## config.mk

```make
export PLATFORM = sky130hd
export DESIGN_NAME = prio_status_ctrl
export DESIGN_NICKNAME = d
export VERILOG_FILES = /design/src/rtl/psc_pkg.sv /design/src/rtl/psc_accept.sv /design/src/rtl/psc_merge.sv /design/src/rtl/prio_status_ctrl.sv
export SDC_FILE = /design/constraint.sdc
export NUM_CORES = 1
export LEC_CHECK = 0
export BUFFER_PORTS_ARGS = -buffer_cell sky130_fd_sc_hd__buf_2
export CORE_ASPECT_RATIO = 0.7
export CORE_MARGIN = 4
export CORE_UTILIZATION = 50
export DETAILED_ROUTE_END_ITERATION = 8
export HOLD_SLACK_MARGIN = 0.1
export PLACE_DENSITY = 0.81
export SYNTH_ARGS = -nofsm -noshare
export SYNTH_HDL_FRONTEND = slang
export SYNTH_SLANG_ARGS = --single-unit
export TNS_END_PERCENT = 20
```

## constraint.sdc

```tcl
create_clock -name clk -period 2.83 [get_ports clk]
set_input_delay 0.566 -clock clk [delete_from_list [all_inputs] [get_ports clk]]
set_output_delay 0.566 -clock clk [all_outputs]
set_load 0.005 [all_outputs]
```

## src/rtl/psc_pkg.sv

```systemverilog
package psc_pkg;
    localparam int WORD_W = 16;
    localparam int LVL_W  = 4;
    localparam int BANK_W = 2;
    localparam int FLAG_W = 5;
    localparam int MISC_W = WORD_W - LVL_W - 1 - 1 - BANK_W - FLAG_W;
    localparam logic [LVL_W-1:0] LVL_MAX = '1;

    typedef enum logic [1:0] {
        REQ_INT    = 2'b00,
        REQ_XFER   = 2'b01,
        REQ_HWTRAP = 2'b10,
        REQ_SWTRAP = 2'b11
    } req_kind_e;

    typedef struct packed {
        logic [LVL_W-1:0]  lvl;
        logic              ien;
        logic              spare;
        logic [BANK_W-1:0] bank;
        logic [MISC_W-1:0] misc;
        logic [FLAG_W-1:0] flags;
    } psw_t;

    typedef struct packed {
        psw_t psw;
        logic ack;
        logic save_vld;
        psw_t save;
    } state_t;
endpackage

```

## src/rtl/psc_accept.sv

```systemverilog
module psc_accept
    import psc_pkg::*;
(
    input  logic             req_valid,
    input  logic [1:0]       req_kind,
    input  logic [LVL_W-1:0] req_level,
    input  logic [LVL_W-1:0] cur_lvl,
    input  logic             ien,
    output logic             ack,
    output logic             enter,
    output logic             set_lvl,
    output logic             set_bank,
    output logic [LVL_W-1:0] lvl_val
);
    req_kind_e kind;
    logic      above;

    always_comb begin
        kind     = req_kind_e'(req_kind);
        above    = ien && (req_level > cur_lvl);
        ack      = 1'b0;
        enter    = 1'b0;
        set_lvl  = 1'b0;
        set_bank = 1'b0;
        lvl_val  = req_level;
        if (req_valid) begin
            unique case (kind)
                REQ_INT: begin
                    ack      = above;
                    enter    = above;
                    set_lvl  = above;
                    set_bank = above;
                end
                REQ_XFER: begin
                    ack = above;
                end
                REQ_HWTRAP: begin
                    ack      = 1'b1;
                    enter    = 1'b1;
                    set_lvl  = 1'b1;
                    set_bank = 1'b1;
                    lvl_val  = LVL_MAX;
                end
                REQ_SWTRAP: begin
                    ack   = 1'b1;
                    enter = 1'b1;
                end
                default: ;
            endcase
        end
    end
endmodule

```

## src/rtl/psc_merge.sv

```systemverilog
module psc_merge
    import psc_pkg::*;
(
    input  psw_t              cur,
    input  logic              sw_we,
    input  logic [WORD_W-1:0] sw_data,
    input  logic              flag_we,
    input  logic [FLAG_W-1:0] flag_data,
    output psw_t              base
);
    always_comb begin
        base = cur;
        if (flag_we) base.flags = flag_data;
        if (sw_we)   base = psw_t'(sw_data);
    end
endmodule

```

## src/rtl/prio_status_ctrl.sv

```systemverilog
module prio_status_ctrl
    import psc_pkg::*;
(
    input  logic              clk,
    input  logic              rst_n,
    input  logic              req_valid,
    input  logic [1:0]        req_kind,
    input  logic [LVL_W-1:0]  req_level,
    input  logic [BANK_W-1:0] req_bank,
    input  logic              sw_wr_en,
    input  logic [WORD_W-1:0] sw_wr_data,
    input  logic              flag_wr_en,
    input  logic [FLAG_W-1:0] flag_wr_data,
    output logic [WORD_W-1:0] psw_o,
    output logic              req_ack_o,
    output logic              save_valid_o,
    output logic [WORD_W-1:0] save_word_o
);
    state_t           st_d, st_q;
    psw_t             base;
    logic             acc_ack, acc_enter, acc_set_lvl, acc_set_bank;
    logic [LVL_W-1:0] acc_lvl;

    psc_accept i_accept (
        .req_valid (req_valid),
        .req_kind  (req_kind),
        .req_level (req_level),
        .cur_lvl   (st_q.psw.lvl),
        .ien       (st_q.psw.ien),
        .ack       (acc_ack),
        .enter     (acc_enter),
        .set_lvl   (acc_set_lvl),
        .set_bank  (acc_set_bank),
        .lvl_val   (acc_lvl)
    );

    psc_merge i_merge (
        .cur       (st_q.psw),
        .sw_we     (sw_wr_en),
        .sw_data   (sw_wr_data),
        .flag_we   (flag_wr_en),
        .flag_data (flag_wr_data),
        .base      (base)
    );

    always_comb begin
        st_d          = st_q;
        st_d.psw      = base;
        if (acc_set_lvl)  st_d.psw.lvl  = acc_lvl;
        if (acc_set_bank) st_d.psw.bank = req_bank;
        st_d.ack      = acc_ack;
        st_d.save_vld = acc_enter;
        if (acc_enter) st_d.save = st_q.psw;
    end

    always_ff @(posedge clk or negedge rst_n) begin
        if (!rst_n) st_q <= '0;
        else        st_q <= st_d;
    end

    assign psw_o        = st_q.psw;
    assign req_ack_o    = st_q.ack;
    assign save_valid_o = st_q.save_vld;
    assign save_word_o  = st_q.save;
endmodule

```

==> flow_summary.json, run 1 <==
{
  "max-cap-violations": 0,
  "yosysSeqAreaShare": 0.538,
  "die_h_um": 55.1,
  "dp_cells": 213,
  "grt_start_max_net_pins": 35,
  "tns_ns": 0,
  "synth_top_flop_cell": "dfrtp_1",
  "regToRegSetupSlack_ns": 0.79,
  "dr.first_iter.drc_count": 48,
  "layout_common_cells": "buf_2 (67), dfrtp_1 (34), mux2_2 (16)",
  "rsz0062_at_grt": "false",
  "skew_ns": 0.00530,
  "critPathLaunch": "psw_o[15]",
  "clkSinkCount": 34,
  "hold_slack_ns": 0.336,
  "initial_core_util": 0.545,
  "layout_commonest_cell": "buf_2",
  "worstSetupEndpointType": "register",
  "cts_hold_buf": 0,
  "tightest_slew_ns": 0.714,
  "pre_cts_slack_ns": 0.573,
  "finalCriticalPeriod_ns": 2.04,
  "vias": 1148,
  "syn_nets": 152,
  "vias_per_cell": 5.19,
  "max_slew_margin": 0.524,
  "synth-edff-count": 0,
  "rows": 16,
  "final_cell_area_um2": 2020,
  "timing.rr.end": "save_word_o[0]",
  "postCtsSetupBuffers": 0,
  "yosys_register_bits": 34,
  "start_kind": "register",
  "cts-resized-gates": 0,
  "netlist_area_um2": 1580,
  "powerDensity_nw_per_um2": 660,
  "diodes": 0,
  "path_max_fanout": 17,
  "drc": 0,
  "antenna_found_initial": 0,
  "hp-class": "input pin to async pin",
  "vdd_drop_max_uv": 375,
  "gp_congestion": 0.850,
  "postLayoutCoreUtil": 0.696,
  "path_class": "register to register",
  "hold_viol": 0,
  "synthArstFlopShare": 1.00,
  "drive_above_1_share": 0.568,
  "ys_warn_count": 0,
  "status": "complete, no violations",
  "cp.required_ns": 2.99,
  "drtPass1Iterations": 4,
  "fp.dieW_um": 75.2,
  "setup_viol": 0,
  "syn_inst": 114,
  "grt-ovfl-total": 0,
  "htreeDepth": 2,
  "r2r_start": "psw_o[15]",
  "leakage_nw": 1.06,
  "final_nets": 222,
  "dp_hpwl_mm": 2.66,
  "ctsLongestPathBuffers": 2,
  "core_um2": 2900,
  "wl_per_cell_um": 15.6,
  "power_mw": 1.33,
  "dpl-instance-area_um2": 1930,
  "fin_ws_ns": 0.795,
  "port_buffers": 67,
  "clk-insertion-delay-late_ns": 0.28,
  "cts_tree": "built",
  "cts_root_buffer": "clkbuf_8",
  "grt_pass1_wl_mm": 5.49,
  "syn2layout_area_growth_pct": 27.8,
  "grtUsageTotal": 0.185,
  "wl_mm": 3.45,
  "timing.final.crit_share": 0.719,
  "cts_buffers": 5,
  "pin_count": 68,
  "die_area_um2": 4140,
  "ant_nets": 0,
  "clkTransAtPathRegs_ns": 0.07,
  "stdcell_count": 221,
  "yosys.cell_types.count": 24,
  "worstPathArrival_ns": 2.20,
  "reg2reg_depth": 7,
  "avgSynthCellArea_um2": 13.9,
  "finalMaxSlewViolations": 0,
  "grt_pass1_vias": 1144,
  "max_freq_mhz": 491
}
## cells in the mapped netlist, types with 2 or more instances
cell type | count | area [µm²]
mux2_2 | 16 | 180
dfrtp_1 | 34 | 851
inv_1 | 6 | 22.5
nor2_1 | 2 | 7.51
a2bb2oi_1 | 4 | 35.0
ha_1 | 4 | 50.1
mux2i_1 | 9 | 90.1
nand2_1 | 8 | 30.0
a21oi_4 | 2 | 32.5
mux2_4 | 9 | 135
o21ai_0 | 7 | 35.0
## worst max path at each step
| stage | end | depth (start not counted) | slack [ns] |
|---|---|---|---|
| 2_1_floorplan | save_word_o[10] | 6 | 0.78 |
| 3_3_place_gp | save_word_o[3] | 7 | 0.62 |
| 3_5_place_dp | save_word_o[8] | 7 | 0.57 |
| 4_1_cts | save_word_o[0] | 7 | 0.81 |
| 5_1_grt | save_word_o[8] | 7 | 0.71 |
| 6_report | save_word_o[0] | 7 | 0.79 |
## metal layers
| metal | vias to the layer above | GRT usage | part of all wire |
|---|---|---|---|
| li1 | 548 | - | - |
| met1 | 549 | 0.227 | 0.43 |
| met2 | 45 | 0.303 | 0.48 |
| met3 | 6 | 0.0560 | 0.080 |
| met4 | 0 | 0.0843 | 0.0099 |
| met5 | - | 0 | 0 |
## logic make-up after synthesis
family	share of synthesized area
fa+ha+maj	0.0316
flops	0.538
simple gates	0.0514
compound gates	0.0831
buf+inv	0.0396
mux	0.256
## worst max-delay path, cell delays in order, from the launching register on
cell,delay (ns)
dfrtp_1,0.41
inv_1,0.06
ha_1,0.29
and4_4,0.27
o21ai_1,0.11
a21oi_4,0.11
buf_4,0.28
mux2_2,0.38
## registers in the layout, indices dropped and copies added, names as in the netlist
signal and cells:
psw_o 16, req_ack_o 1, save_valid_o 1, save_word_o 16
## power by group
group          internal (mW)  switching [mW]  total (mW)  leakage, nW
Combinational          0.195           0.141       0.336        0.609
Sequential             0.577          0.0571       0.634        0.399
Clock                  0.196           0.167       0.363       0.0482
## layout make-up
class | instances | area (µm²)
clock buffers | 7 | 86.3
flip-flops and latches | 34 | 851
multi-input cells | 69 | 668
clock inverters | 1 | 5.00
repair buffers | 68 | 343
fillers | 218 | 882
well taps | 36 | 45.0
inverters | 6 | 22.5
(Power assumes the default switching activity.)
==> run 2: changes to the inputs <==
Settings changed: ABC_AREA set to 1, CORE_UTILIZATION 50 to 47, PLACE_DENSITY 0.81 to 0.76.
Clock period 2.83 ns to 2 ns, I/O delays scaled along.
==> run 2 against run 1 <==
Against the previous run: clock power increased by 120%; core utilization is 4.4 points lower; global-route usage decreased by 0.18 points; count of clock-buffer cells in the layout shrank 1; first-iteration DRC count up 56%; power grew 60%; critical path depth increased by 5; non-clock buffer count decreased by 1; hold slack worse by 0.17 ns; synthesized cell count is 67% higher; sequential power up 41%; highest routed layer unchanged.
==> flow_summary.json, run 2 <==
{
  "status": "complete, no violations",
  "ctsLongestPathBuffers": 2,
  "path_class": "register to register",
  "grt_pass1_wl_mm": 6.37,
  "syn2layout_area_growth_pct": 28.2,
  "vias": 1438,
  "htreeDepth": 2,
  "crit_chain": "inv_1 -> ha_1 -> nand2_1 -> inv_1 -> nand2_1 -> nand2_1 -> nand2_2 -> nand2_8 -> nand2_8 -> inv_2 -> nand2_1 -> nand2_1",
  "grt_start_max_net_pins": 35,
  "final_cell_area_um2": 2140,
  "port_buffers": 67,
  "setup_viol": 0,
  "core_um2": 3280,
  "critPathLaunch": "psw_o[15]",
  "fp.dieW_um": 79.2,
  "cpPeakStageDelay_ns": 0.41,
  "cts_hold_buf": 0,
  "vias_per_cell": 4.70,
  "timing.final.crit_share": 0.888,
  "clkSinkCount": 34,
  "powerDensity_nw_per_um2": 1000,
  "tns_ns": 0,
  "diodes": 0,
  "antenna_found_initial": 0,
  "cp_common_cell": "nand2_1",
  "seq_power_share": 0.417,
  "finalCriticalPeriod_ns": 1.78,
  "drc": 0,
  "power_frac_comb": 0.217,
  "r2r_start": "psw_o[15]",
  "initial_core_util": 0.509,
  "layout_commonest_cell": "nand2_1",
  "gp_congestion": 0.788,
  "yosys_register_bits": 34,
  "power_mw": 2.14,
  "ys_top_cells_by_count": "nand2_1 (70), dfrtp_1 (34), inv_1 (21)",
  "die_area_um2": 4580,
  "worstPathArrival_ns": 1.95,
  "yosysSeqAreaShare": 0.511,
  "wl_mm": 3.95,
  "top_usage_layer": "met1",
  "seq_area_um2": 851,
  "swShare": 0.277,
  "rsz0062_at_grt": "false",
  "synth-edff-count": 0,
  "reg2reg_depth": 12,
  "layout_common_cells": "nand2_1 (70), buf_2 (67), dfrtp_1 (34)",
  "met2_usage": 0.253,
  "slowest_stage": "dfrtp_1",
  "vdd_drop_max_uv": 545,
  "grt_util_met3": 0.0512,
  "grt-ovfl-total": 0,
  "finalMaxSlewViolations": 0,
  "max_freq_mhz": 563,
  "die_h_um": 57.8,
  "cts_tree": "built",
  "crit_buf_inv": 3,
  "drtPass1Iterations": 4,
  "synthArstFlopShare": 1.00,
  "postCtsSetupBuffers": 0,
  "postLayoutCoreUtil": 0.652,
  "path_max_fanout": 27,
  "p_clk_frac": 0.367,
  "netlist_top_cells_area": "dfrtp_1 (51%), nand2_1 (16%), o21ai_2 (5.3%), inv_1 (4.7%), nand3_1 (4.5%)",
  "worstSetupEndpointType": "register",
  "drive_above_1_share": 0.382,
  "n_fill_cell": 293,
  "grt_pass1_vias": 1339,
  "ys_warn_count": 0,
  "leakage_nw": 1.22,
  "syn_nets": 228,
  "cp.required_ns": 2.17,
  "synth_area_leader_cell": "dfrtp_1",
  "crit_family": "simple AND/OR/NAND/NOR gates",
  "avgSynthCellArea_um2": 8.77,
  "cts_buffers": 5,
  "netlist_area_um2": 1670,
  "p_int_mw": 1.55,
  "final_nets": 296,
  "max-cap-violations": 0,
  "rows": 17,
  "use_met1": 0.268,
  "ant_nets": 0,
  "clkTransAtPathRegs_ns": 0.07,
  "dpl-instance-area_um2": 1990,
  "clk-insertion-delay-late_ns": 0.29,
  "hold_viol": 0,
  "yosys.cell_types.count": 19,
  "cts-resized-gates": 0,
  "hp-class": "input pin to async pin",
  "tightest_slew_ns": 0.729,
  "synthMostInstantiatedCell": "nand2_1",
  "synth_top_flop_cell": "dfrtp_1",
  "grtUsageTotal": 0.183,
  "p_sw_mw": 0.592,
  "pin_count": 68,
  "multi_input_area_um2": 667,
  "wl_per_cell_um": 12.9,
  "dp_hpwl_mm": 2.93,
  "synth_top_area_frac": 0.511,
  "max_slew_margin": 0.514,
  "skew_ns": 0.00721,
  "syn_inst": 190,
  "cts_root_buffer": "clkbuf_8",
  "start_kind": "register",
  "crit_cells": 12,
  "dr.first_iter.drc_count": 75
}
[run 2: cell types whose count changed after synthesis, moves of 10 or more]
cell / previous run / this run
mux2_2: 16 / 0
nand3_1: 0 / 15
inv_1: 6 / 21
o21ai_2: 0 / 10
nand2_1: 8 / 70
[run 2: cell type report]
type	count	area share
timing repair buffer	67	0.157
sequential	34	0.398
clock inverter	2	0.0281
inverter	22	0.0386
clock buffer	6	0.0386
tap	47	0.0275
multi-input combinational	128	0.312
[run 2: worst paths after layout]
kind                            slack, ns             end
worst min-delay path                 0.17        psw_o[5]
worst max register to register       0.22  save_word_o[8]
min in group clk                     0.32       psw_o[10]
max in group asynchronous            1.36        psw_o[1]
worst min register to register       0.48  save_word_o[5]
worst max-delay path                 0.22  save_word_o[8]
[run 2: worst reg2reg max path: stages (launching register included)]
cell and delay, ns:
dfrtp_1 0.41, inv_1 0.12, ha_1 0.25, nand2_1 0.10
inv_1 0.05, nand2_1 0.05, nand2_1 0.05, nand2_2 0.10
nand2_8 0.10, nand2_8 0.19, inv_2 0.12, nand2_1 0.07
nand2_1 0.05
[run 2: logic make-up (layout without fill, tap and decap cells)]
logic type               Yosys count  after routing  share of synthesized area
AND/OR/NAND/NOR                  106            106                      0.291
flip-flops                        34             34                      0.511
buffers and inverters             28             97                     0.0893
AO/OA/AOI/OAI                     18             18                     0.0796
adder cells (fa/ha/maj)            4              4                     0.0300
[run 2: power by group through the flow]
stage	Sequential, mW	Combinational, mW	Clock [mW]
after global placement	0.904	0.454	0
final	0.891	0.463	0.785
after detailed placement	0.899	0.470	0
after floorplan	0.902	0.259	0
after CTS	0.890	0.472	0.796
after global routing	0.905	0.531	0.835
[run 2: per-stage QoR]
stage / std cells / hold WS, ns / setup slack [ns]
after floorplan: 190 / 0.104 / 0.437
after global placement: 298 / 0.473 / 0.246
final: 306 / 0.170 / 0.224
after global routing: 306 / 0.222 / 0.0617
after detailed placement: 298 / 0.465 / 0.176
after CTS: 306 / 0.196 / 0.217
[run 2: routing by layer]
| metal | vias to the layer above | wire length, µm |
|---|---|---|
| li1 | 724 | - |
| met1 | 643 | 1850 |
| met2 | 64 | 1650 |
| met3 | 7 | 382 |
| met4 | 0 | 61 |
| met5 | - | 0 |
==> run 3: changes to the inputs <==
Settings changed: CORE_UTILIZATION 47 to 50, CTS_BUF_LIST set to sky130_fd_sc_hd__clkbuf_8, PLACE_DENSITY 0.76 to 0.82, SYNTH_HIERARCHICAL set to 1.
==> run 3 against run 2 <==
Against the previous run: global-route usage up 0.23 points; synthesized cell count up 15%; fmax down 0.55%; setup slack worse by 0.0098 ns; non-clock buffer count up 2; register-to-register slack about the same; clock skew down 0.0030 ns; area after synthesis up 0.38%; critical path type unchanged.
==> flow_summary.json, run 3 <==
{
  "r2r_start": "psw_o[15]",
  "grtUsageTotal": 0.185,
  "synth_area_leader_cell": "dfrtp_1",
  "multi_input_area_um2": 631,
  "yosys_register_bits": 34,
  "cts-resized-gates": 0,
  "clk-insertion-delay-late_ns": 0.28,
  "timing.final.crit_share": 0.893,
  "syn_nets": 256,
  "netlist_top_cells_area": "dfrtp_1 (51%), nand2_1 (28%), inv_1 (5.8%), ha_1 (3.0%), buf_6 (2.7%)",
  "seq_area_um2": 851,
  "grt_pass1_wl_mm": 6.38,
  "synth-edff-count": 0,
  "leakage_nw": 1.32,
  "synth_top_area_frac": 0.509,
  "start_kind": "register",
  "p_int_mw": 1.17,
  "cts_tree": "built",
  "path_max_fanout": 18,
  "status": "complete, no violations",
  "max-cap-violations": 0,
  "cts_hold_buf": 0,
  "htreeDepth": 2,
  "syn2layout_area_growth_pct": 24.5,
  "p_sw_mw": 0.475,
  "reg2reg_depth": 11,
  "dr.first_iter.drc_count": 69,
  "power_frac_comb": 0.215,
  "powerDensity_nw_per_um2": 789,
  "grt_start_max_net_pins": 35,
  "setup_viol": 0,
  "cp.required_ns": 2.17,
  "clkSinkCount": 34,
  "dp_hpwl_mm": 2.95,
  "drtPass1Iterations": 4,
  "synthArstFlopShare": 1.00,
  "grt_pass1_vias": 1398,
  "path_class": "register to register",
  "hp-class": "input pin to async pin",
  "die_area_um2": 4350,
  "rsz0062_at_grt": "false",
  "netlist_area_um2": 1670,
  "endpoint": "save_word_o[10]",
  "diodes": 0,
  "final_nets": 325,
  "ctsLongestPathBuffers": 2,
  "p_clk_frac": 0.271,
  "synthMostInstantiatedCell": "nand2_1",
  "wl_mm": 3.81,
  "vias_per_cell": 4.62,
  "cts_root_buffer": "clkbuf_8",
  "regToRegSetupSlack_ns": 0.21,
  "max_freq_mhz": 560,
  "skew_ns": 0.00418,
  "timing.rr.end": "save_word_o[10]",
  "tns_ns": 0,
  "dp_cells": 318,
  "n_fill_cell": 280,
  "vdd_drop_max_uv": 349,
  "stdcell_count": 325,
  "ant_nets": 0,
  "max_slew_margin": 0.517,
  "worstSetupEndpointType": "register",
  "cts_buffers": 5,
  "wl_per_cell_um": 11.7,
  "critPathLaunch": "psw_o[15]",
  "synth_top_flop_cell": "dfrtp_1",
  "ys_warn_count": 6,
  "grt-ovfl-total": 0,
  "avgSynthCellArea_um2": 7.67,
  "die_h_um": 56.4,
  "port_buffers": 67,
  "finalCriticalPeriod_ns": 1.79,
  "hold_viol": 0,
  "initial_core_util": 0.528,
  "antenna_found_initial": 0,
  "pin_count": 68,
  "worstPathArrival_ns": 1.95,
  "yosys.cell_types.count": 14,
  "yosysSeqAreaShare": 0.509,
  "clkTransAtPathRegs_ns": 0.06,
  "swShare": 0.289,
  "vias": 1503,
  "tightest_slew_ns": 0.725,
  "gp_congestion": 0.816,
  "layout_commonest_cell": "nand2_1",
  "seq_power_share": 0.514,
  "core_um2": 3170,
  "drive_above_1_share": 0.289,
  "syn_inst": 218,
  "finalMaxSlewViolations": 0,
  "drc": 0,
  "ys_top_cells_by_count": "nand2_1 (125), dfrtp_1 (34), inv_1 (26)",
  "layout_common_cells": "nand2_1 (125), buf_2 (67), dfrtp_1 (34)",
  "postCtsSetupBuffers": 0,
  "rows": 17,
  "fp.dieW_um": 77.1
}
## run 3: layout make-up
type / count / area share
clock buffer: 5 / 0.0330
timing repair buffer: 69 / 0.174
multi-input combinational: 149 / 0.303
clock inverter: 2 / 0.00360
tap: 38 / 0.0228
inverter: 28 / 0.0553
sequential: 34 / 0.408
## run 3: worst min path at each step
stage | cells after the start | endpoint | startpoint | slack [ns]
after floorplan | 0 | psw_o[0] | rst_n | 0.10
after global placement | 2 | save_word_o[12] | save_word_o[12] | 0.46
after detailed placement | 2 | save_word_o[9] | save_word_o[9] | 0.46
after CTS | 1 | save_word_o[13] | rst_n | 0.19
after global routing | 1 | psw_o[5] | rst_n | 0.23
final | 1 | psw_o[3] | rst_n | 0.18
## run 3: logic make-up (layout without fill, tap and decap cells)
logic type	after synthesis	after routing	synth area share
buffers and inverters	35	104	0.117
AO/OA/AOI/OAI	4	4	0.0120
adder cells (fa/ha/maj)	4	4	0.0299
AND/OR/NAND/NOR	141	141	0.333
flip-flops	34	34	0.509
## run 3: metrics by stage
step / total power [mW] / setup WS [ns] / cell area [µm²] / hold WS, ns / utilization
floorplan: 1.04 / 0.289 / 1670 / 0.104 / -
global placement: 1.20 / 0.211 / 2010 / 0.459 / 0.633
detailed placement: 1.22 / 0.139 / 2010 / 0.463 / 0.633
CTS: 1.66 / 0.209 / 2080 / 0.194 / 0.657
global route: 1.75 / 0.0408 / 2080 / 0.227 / 0.657
finish: 1.64 / 0.214 / 2080 / 0.178 / 0.657
## run 3: power groups by stage
stage	Combinational, mW	Clock, mW	Sequential [mW]
after detailed placement	0.358	0	0.858
after floorplan	0.181	0	0.856
after global placement	0.342	0	0.857
final	0.354	0.446	0.845
after global routing	0.407	0.479	0.860
after CTS	0.360	0.456	0.846
## run 3: per-layer routing
layer,share of wire,vias up,track usage
met2,0.46,52,0.292
met1,0.47,675,0.254
met4,0.0055,0,0.0381
li1,-,773,-
met5,0,-,0
met3,0.064,3,0.0561
## run 3: critical path, stage by stage (launching register included)
cell     delay [ns]
dfrtp_1        0.40
inv_1          0.06
ha_1           0.29
nand2_1        0.09
nor2_1         0.05
nor2_1         0.11
nand3_1        0.10
a21oi_2        0.19
buf_12         0.17
inv_6          0.08
nand2_1        0.07
nand2_1        0.05
